==> config.mk <==
export PLATFORM = sky130hd
export DESIGN_NAME = crs_xor_encoder
export DESIGN_NICKNAME = d
export VERILOG_FILES = /design/src/rtl/crs_pkg.sv /design/src/rtl/crs_stripe_buf.sv /design/src/rtl/crs_xor_net.sv /design/src/rtl/crs_wr_ctrl.sv /design/src/rtl/crs_rd_ctrl.sv /design/src/rtl/crs_xor_encoder.sv
export SDC_FILE = /design/constraint.sdc
export NUM_CORES = 2
export LEC_CHECK = 0
export ABC_AREA = 1
export CAP_MARGIN = 40
export CORE_MARGIN = 2
export CORE_UTILIZATION = 45
export DETAILED_ROUTE_END_ITERATION = 10
export PLACE_DENSITY_LB_ADDON = 0.12
export SLEW_MARGIN = 10
export SYNTH_ARGS = -nofsm -noshare
export SYNTH_HDL_FRONTEND = slang
export SYNTH_SLANG_ARGS = --single-unit
==> constraint.sdc <==
create_clock -name clk_i -period 6.56 [get_ports clk_i]
set_input_delay 1.312 -clock clk_i [delete_from_list [all_inputs] [get_ports clk_i]]
set_output_delay 1.312 -clock clk_i [all_outputs]
set_load 0.03 [all_outputs]
==> src/rtl/crs_pkg.sv <==
package crs_pkg;
  localparam int unsigned SYM_W   = 8;
  localparam int unsigned N_DATA  = 5;
  localparam int unsigned N_CHK   = 3;
  localparam int unsigned BM_COLS = N_DATA * SYM_W;
  localparam logic [SYM_W:0] GF_POLY = 9'h11D;

  function automatic logic [SYM_W-1:0] gf_mul(input logic [SYM_W-1:0] a,
                                               input logic [SYM_W-1:0] b);
    logic [SYM_W-1:0] p;
    logic [SYM_W:0]   t;
    p = '0;
    t = {1'b0, a};
    for (int unsigned n = 0; n < SYM_W; n++) begin
      if (b[n]) p ^= t[SYM_W-1:0];
      t = t << 1;
      if (t[SYM_W]) t ^= GF_POLY;
    end
    return p;
  endfunction

  // a^(2^SYM_W - 2) is the inverse of a nonzero element
  function automatic logic [SYM_W-1:0] gf_inv(input logic [SYM_W-1:0] a);
    logic [SYM_W-1:0] res;
    logic [SYM_W-1:0] base;
    res  = SYM_W'(1);
    base = a;
    for (int unsigned n = 1; n < SYM_W; n++) begin
      base = gf_mul(base, base);
      res  = gf_mul(res, base);
    end
    return res;
  endfunction

  // one row of the expanded bit-matrix: check j, packet r
  function automatic logic [BM_COLS-1:0] bm_row(input int unsigned j,
                                                 input int unsigned r);
    logic [BM_COLS-1:0] row;
    logic [SYM_W-1:0]   coef;
    logic [SYM_W-1:0]   prod;
    row = '0;
    for (int unsigned i = 0; i < N_DATA; i++) begin
      coef = gf_inv(SYM_W'(j) ^ SYM_W'(N_CHK + i));
      for (int unsigned c = 0; c < SYM_W; c++) begin
        prod = gf_mul(coef, SYM_W'(1) << c);
        row[i*SYM_W+c] = prod[r];
      end
    end
    return row;
  endfunction
endpackage

==> src/rtl/crs_stripe_buf.sv <==
module crs_stripe_buf #(
  parameter int unsigned WORD_W = 128,
  parameter int unsigned DEPTH  = 5,
  localparam int unsigned AW    = $clog2(DEPTH)
) (
  input  logic                          clk_i,
  input  logic                          we_i,
  input  logic [AW-1:0]                 addr_i,
  input  logic [WORD_W-1:0]             wdata_i,
  output logic [DEPTH-1:0][WORD_W-1:0]  words_o
);
  logic [DEPTH-1:0][WORD_W-1:0] mem_q;

  // datapath storage, no reset: contents only read once committed
  always_ff @(posedge clk_i) begin
    if (we_i) mem_q[addr_i] <= wdata_i;
  end

  assign words_o = mem_q;
endmodule

==> src/rtl/crs_xor_net.sv <==
module crs_xor_net
  import crs_pkg::*;
#(
  parameter int unsigned WORD_W = 128,
  localparam int unsigned PKT_W = WORD_W / SYM_W
) (
  input  logic [N_DATA-1:0][WORD_W-1:0] data_i,
  output logic [N_CHK-1:0][WORD_W-1:0]  chk_o
);
  logic [BM_COLS-1:0][PKT_W-1:0] pkt;

  for (genvar i = 0; i < N_DATA; i++) begin : g_word
    for (genvar c = 0; c < SYM_W; c++) begin : g_pkt
      assign pkt[i*SYM_W+c] = data_i[i][c*PKT_W +: PKT_W];
    end
  end

  for (genvar j = 0; j < N_CHK; j++) begin : g_chk
    for (genvar r = 0; r < SYM_W; r++) begin : g_row
      localparam logic [BM_COLS-1:0] ROW = bm_row(j, r);
      logic [PKT_W-1:0] acc;
      // ROW is constant: the loop folds into a fixed XOR tree
      always_comb begin
        acc = '0;
        for (int unsigned n = 0; n < BM_COLS; n++) begin
          if (ROW[n]) acc ^= pkt[n];
        end
      end
      assign chk_o[j][r*PKT_W +: PKT_W] = acc;
    end
  end
endmodule

==> src/rtl/crs_wr_ctrl.sv <==
module crs_wr_ctrl #(
  parameter int unsigned N_WORDS = 5,
  localparam int unsigned CNT_W  = $clog2(N_WORDS)
) (
  input  logic             clk_i,
  input  logic             rst_ni,
  input  logic             in_valid_i,
  input  logic             in_last_i,
  input  logic [1:0]       full_i,
  output logic             in_ready_o,
  output logic             wr_en_o,
  output logic             wr_sel_o,
  output logic [CNT_W-1:0] wr_addr_o,
  output logic             commit_o,
  output logic             err_o
);
  logic [CNT_W-1:0] cnt_q;
  logic             sel_q;
  logic             err_q;
  logic             beat;
  logic             at_end;
  logic             bad;

  assign in_ready_o = ~full_i[sel_q];
  assign beat       = in_valid_i & in_ready_o;
  assign at_end     = (cnt_q == CNT_W'(N_WORDS - 1));
  assign bad        = beat & (in_last_i != at_end);

  always_ff @(posedge clk_i or negedge rst_ni) begin
    if (!rst_ni) begin
      cnt_q <= '0;
      sel_q <= 1'b0;
      err_q <= 1'b0;
    end else begin
      err_q <= bad;
      if (beat) begin
        if (bad) begin
          cnt_q <= '0;
        end else if (at_end) begin
          cnt_q <= '0;
          sel_q <= ~sel_q;
        end else begin
          cnt_q <= cnt_q + 1'b1;
        end
      end
    end
  end

  assign wr_en_o   = beat;
  assign wr_sel_o  = sel_q;
  assign wr_addr_o = cnt_q;
  assign commit_o  = beat & at_end & in_last_i;
  assign err_o     = err_q;
endmodule

==> src/rtl/crs_rd_ctrl.sv <==
module crs_rd_ctrl #(
  parameter int unsigned N_OUT = 3,
  localparam int unsigned IDX_W = $clog2(N_OUT)
) (
  input  logic             clk_i,
  input  logic             rst_ni,
  input  logic             commit_i,
  input  logic             commit_sel_i,
  input  logic             out_ready_i,
  output logic             out_valid_o,
  output logic             out_last_o,
  output logic             rd_sel_o,
  output logic [IDX_W-1:0] idx_o,
  output logic [1:0]       full_o
);
  logic [1:0]       full_q, full_d;
  logic             sel_q;
  logic [IDX_W-1:0] idx_q;
  logic             hs;

  assign out_valid_o = full_q[sel_q];
  assign out_last_o  = (idx_q == IDX_W'(N_OUT - 1));
  assign hs          = out_valid_o & out_ready_i;

  always_comb begin
    full_d = full_q;
    if (commit_i)         full_d[commit_sel_i] = 1'b1;
    if (hs && out_last_o) full_d[sel_q]        = 1'b0;
  end

  always_ff @(posedge clk_i or negedge rst_ni) begin
    if (!rst_ni) begin
      full_q <= '0;
      sel_q  <= 1'b0;
      idx_q  <= '0;
    end else begin
      full_q <= full_d;
      if (hs) begin
        if (out_last_o) begin
          idx_q <= '0;
          sel_q <= ~sel_q;
        end else begin
          idx_q <= idx_q + 1'b1;
        end
      end
    end
  end

  assign rd_sel_o = sel_q;
  assign idx_o    = idx_q;
  assign full_o   = full_q;
endmodule

==> src/rtl/crs_xor_encoder.sv <==
module crs_xor_encoder
  import crs_pkg::*;
#(
  parameter int unsigned WORD_W = 128
) (
  input  logic              clk_i,
  input  logic              rst_ni,
  input  logic              in_valid_i,
  output logic              in_ready_o,
  input  logic [WORD_W-1:0] in_data_i,
  input  logic              in_last_i,
  output logic              out_valid_o,
  input  logic              out_ready_i,
  output logic [WORD_W-1:0] out_data_o,
  output logic              out_last_o,
  output logic              err_o
);
  localparam int unsigned AW    = $clog2(N_DATA);
  localparam int unsigned IDX_W = $clog2(N_CHK);

  logic                                 wr_en, wr_sel, commit;
  logic [AW-1:0]                        wr_addr;
  logic [1:0]                           full;
  logic                                 rd_sel;
  logic [IDX_W-1:0]                     out_idx;
  logic [1:0][N_DATA-1:0][WORD_W-1:0]   buf_words;
  logic [N_DATA-1:0][WORD_W-1:0]        rd_words;
  logic [N_CHK-1:0][WORD_W-1:0]         chk_words;

  crs_wr_ctrl #(.N_WORDS(N_DATA)) u_wr (
    .clk_i      (clk_i),
    .rst_ni     (rst_ni),
    .in_valid_i (in_valid_i),
    .in_last_i  (in_last_i),
    .full_i     (full),
    .in_ready_o (in_ready_o),
    .wr_en_o    (wr_en),
    .wr_sel_o   (wr_sel),
    .wr_addr_o  (wr_addr),
    .commit_o   (commit),
    .err_o      (err_o)
  );

  for (genvar b = 0; b < 2; b++) begin : g_buf
    crs_stripe_buf #(.WORD_W(WORD_W), .DEPTH(N_DATA)) u_buf (
      .clk_i   (clk_i),
      .we_i    (wr_en && (wr_sel == 1'(b))),
      .addr_i  (wr_addr),
      .wdata_i (in_data_i),
      .words_o (buf_words[b])
    );
  end

  assign rd_words = buf_words[rd_sel];

  crs_xor_net #(.WORD_W(WORD_W)) u_net (
    .data_i (rd_words),
    .chk_o  (chk_words)
  );

  crs_rd_ctrl #(.N_OUT(N_CHK)) u_rd (
    .clk_i        (clk_i),
    .rst_ni       (rst_ni),
    .commit_i     (commit),
    .commit_sel_i (wr_sel),
    .out_ready_i  (out_ready_i),
    .out_valid_o  (out_valid_o),
    .out_last_o   (out_last_o),
    .rd_sel_o     (rd_sel),
    .idx_o        (out_idx),
    .full_o       (full)
  );

  assign out_data_o = chk_words[out_idx];
endmodule

==> impl_metrics.tcl <==
set metrics [dict create \
    fp-row-count 177 \
    num_vias 81761 \
    crit_type "reg -> out" \
    first_global_vias 78325 \
    hpwl_um 256000 \
    antenna_left 0 \
    worstHoldEndpoint "u_rd.full_o[0]$_DFF_PN0_" \
    syn-num-nets 12538 \
    syn_area_sq_um 106000 \
    worst_pin_slew_ns 0.907 \
    critical_path.slowest_cell "o21ai_2" \
    core_sq_um 233000 \
    whs_ns 0.556 \
    crit_fanout 37 \
    postSynthCellCount 12403 \
    synth_edf_count 1280 \
    ys_seq_area_share_pct 36.7 \
    r2r_slack_ns 3.31 \
    via_per_inst 5.10 \
    htreeDepth 4 \
    grt_overflow_total 0 \
    slew_violations 0 \
    antenna_found_initial 42 \
    dieArea_sq_um 238000 \
    ys_async_sr_fraction_pct 0.775 \
    end_kind "primary output" \
    max_slew_margin_pct 38.9 \
    grt_max_degree 101 \
    grt_setup_unrepaired "yes" \
    drive_gt1_share_pct 7.58 \
    critPathRequiredTime_ns 5.25 \
    cpLargestDelayFamily "buffers and inverters" \
    fin_ws_ns 0.0630 \
    synth_warnings 0 \
    timing.critical_path.mode_cell "nand2_1" \
    grt_util_all_layers_pct 29.2 \
    io_pins 265 \
    timing.rr.start "u_wr.wr_sel_o$_DFFE_PN0P_" \
    max_stage_delay_ns 0.76 \
    root_buffer "clkbuf_16" \
    ff2ff_path_depth 7 \
    syn_to_final_growth_pct 11.8 \
    fin_skew_ns 0.0338 \
    drc_errors 0 \
    wl_per_cell_um 22.1 \
    fin_nets 12906 \
    portBuffers 264 \
    avgSynthCellArea_sq_um 8.51 \
    routed_wirelength_um 354000 \
    tritoncts "built" \
    firstDrtPassIters 6 \
    grt_pass1_wl_um 518000 \
    clockBufferDepth 3 \
    maxCapViolations 0 \
    synth_seq_cells 1290 \
    cp_num_buf_inv 3 \
    insertion_delay_ns 0.82 \
    synthDistinctLibCells 43 \
    fin_crit_ns 6.50 \
    clk_pin_slew_ns 0.06 \
    period_share_pct 99.0 \
    setup_tns_ns 0 \
    path_cells "buf_16 > o21ai_2 > inv_1 > xor2_2 > xor2_1 > xor2_1 > a21oi_1 > o21ai_1 > nand2_1 > nand2_1 > nand3_1 > nand2_1 > clkdlybuf4s50_1" \
    run_status "finished, final reports clean" \
    drt_iter0_markers 6396 \
    place_congestion 0.975 \
    worstHoldStart "u_rd.full_o[0]$_DFF_PN0_" \
    start_util_pct 45.3 \
    cp-start-kind "flop" \
    setup_violations 0 \
    arrival_ns 5.18 \
    hold_class "reg -> reg" \
    cts_buffers 148 \
    synthFlopType "edfxtp_1" \
    hold_path_depth 4 \
    pre_cts_slack_ns 0.808 \
    cts.sinks 1290 \
    fmax_ghz 0.154 \
    hold_viol_final 0 \
    dieHeight_um 488 \
    r2r-end "g_buf[1].u_buf.words_o[463]$_DFFE_PP_" \
    die_w_um 488 \
]
[how the worst max path moves through the flow]
| stage | startpoint | endpoint | slack [ns] | cells after the start |
|---|---|---|---|---|
| finish | u_rd.rd_sel_o$_DFFE_PN0P_ | out_data_o[55] | 0.06 | 13 |
| global route | u_rd.rd_sel_o$_DFFE_PN0P_ | out_data_o[99] | -0.02 | 20 |
| CTS | u_rd.rd_sel_o$_DFFE_PN0P_ | out_data_o[121] | 0.004 | 19 |
| detailed placement | u_rd.rd_sel_o$_DFFE_PN0P_ | out_data_o[55] | 0.81 | 15 |
| global placement | u_rd.rd_sel_o$_DFFE_PN0P_ | out_data_o[55] | 0.80 | 15 |
| floorplan | u_wr.wr_sel_o$_DFFE_PN0P_ | g_buf[0].u_buf.words_o[0]$_DFFE_PP_ | -1.15 | 6 |
[area by class of cell]
type | count | area (sq um)
antenna | 14 | 35.0
multi-input combinational | 9778 | 61700
clock inverter | 82 | 744
timing repair buffer | 462 | 4750
fill | 22159 | 115000
clock buffer | 184 | 3970
inverter | 1091 | 4120
sequential | 1290 | 38700
tap | 3132 | 3920
[layout by cell type, fill, tap and decap left out, types with 9 or more instances in the layout]
cell	synthesis	routed
o21ai_2	127	130
o21ai_0	155	140
nand2_1	3854	3833
clkinv_1	3	24
nand4_1	26	26
nor2_4	0	11
clkbuf_16	0	155
diode_2	0	14
xor2_1	2155	2138
nand2_2	139	158
xor2_2	52	68
o21ai_1	75	85
or2_1	65	65
xnor2_2	41	47
bufinv_16	0	9
a21oi_1	94	94
buf_4	63	155
clkdlybuf4s50_1	0	256
clkinv_2	0	25
nand3_1	814	814
inv_6	0	13
or2_2	102	102
nor2_1	122	109
buf_12	0	40
xnor2_1	1777	1770
nand2b_1	10	10
inv_1	1086	1084
edfxtp_1	1280	1280
nand3b_1	90	90
o21ai_4	25	27
clkbuf_1	48	30
a21o_1	14	14
[worst reg2reg max path: stages, from the launching register on]
cell     delay (ns)
dfrtp_1        0.40
inv_1          0.11
o21ai_0        0.27
nand2_1        0.18
inv_1          0.22
nand2_1        0.34
nor2_4         0.72
buf_12         0.51
[layer usage]
layer	global-route usage (%)	vias up	part of all wire (%)
met1	40.9	39213	46
met4	8.26	30	2.7
li1	-	39768	-
met3	3.30	517	5.2
met2	47.3	2233	46
met5	0	-	0.054
[synthesized netlist by cell type (48+ instances only)]
library cell | instances | area (sq um)
nand3_1 | 814 | 4070
xnor2_1 | 1777 | 15600
xor2_1 | 2155 | 18900
buf_2 | 102 | 510
o21ai_2 | 127 | 1110
nand3b_1 | 90 | 676
xor2_2 | 52 | 846
edfxtp_1 | 1280 | 38400
o21ai_1 | 75 | 375
buf_4 | 63 | 473
clkbuf_1 | 48 | 180
or2_2 | 102 | 638
nor2_1 | 122 | 458
inv_1 | 1086 | 4080
a21oi_1 | 94 | 470
nand2_2 | 139 | 870
or2_1 | 65 | 407
nand2_1 | 3854 | 14500
o21ai_0 | 155 | 776
[cell families (layout without fill, tap and decap cells)]
| family | count (synthesis) | after routing | synth area share, % |
|---|---|---|---|
| AOI/OAI and AO/OA | 513 | 513 | 3.24 |
| other | 0 | 14 | 0 |
| buffers and inverters | 1335 | 1819 | 5.22 |
| adders and majority gates | 2 | 2 | 0.0237 |
| DFF | 1290 | 1290 | 36.7 |
| and+or+nand+nor | 5236 | 5236 | 20.8 |
| xor gates and xnor gates | 4027 | 4027 | 34.1 |
[through the flow]
step	utilization, %	cell area [sq um]	instances
6_report	50.6	118000	16033
5_1_grt	50.6	118000	16026
4_1_cts	50.5	118000	16011
3_5_place_dp	48.4	113000	15745
3_3_place_gp	48.4	113000	15741
2_1_floorplan	-	106000	12403
[state kept, by name, indices dropped and copies added, names as in the netlist]
signal	cells
u_rd.rd_sel_o	1
u_wr.wr_addr_o	3
u_rd.full_o	2
u_wr.err_o	1
u_wr.wr_sel_o	1
u_rd.idx_o	2
g_buf.u_buf.words_o	1280
[timing repair]
item                       CTS  global route
setup buffers                0             7
setup endpoints to repair    5            79
gates resized for setup      4            67
gates cloned                 0             1
hold buffers                 0             0
Power is left out: the tool's default activity adds up to more than one toggle a clock period on the data nets, which glitch-free logic cannot reach.
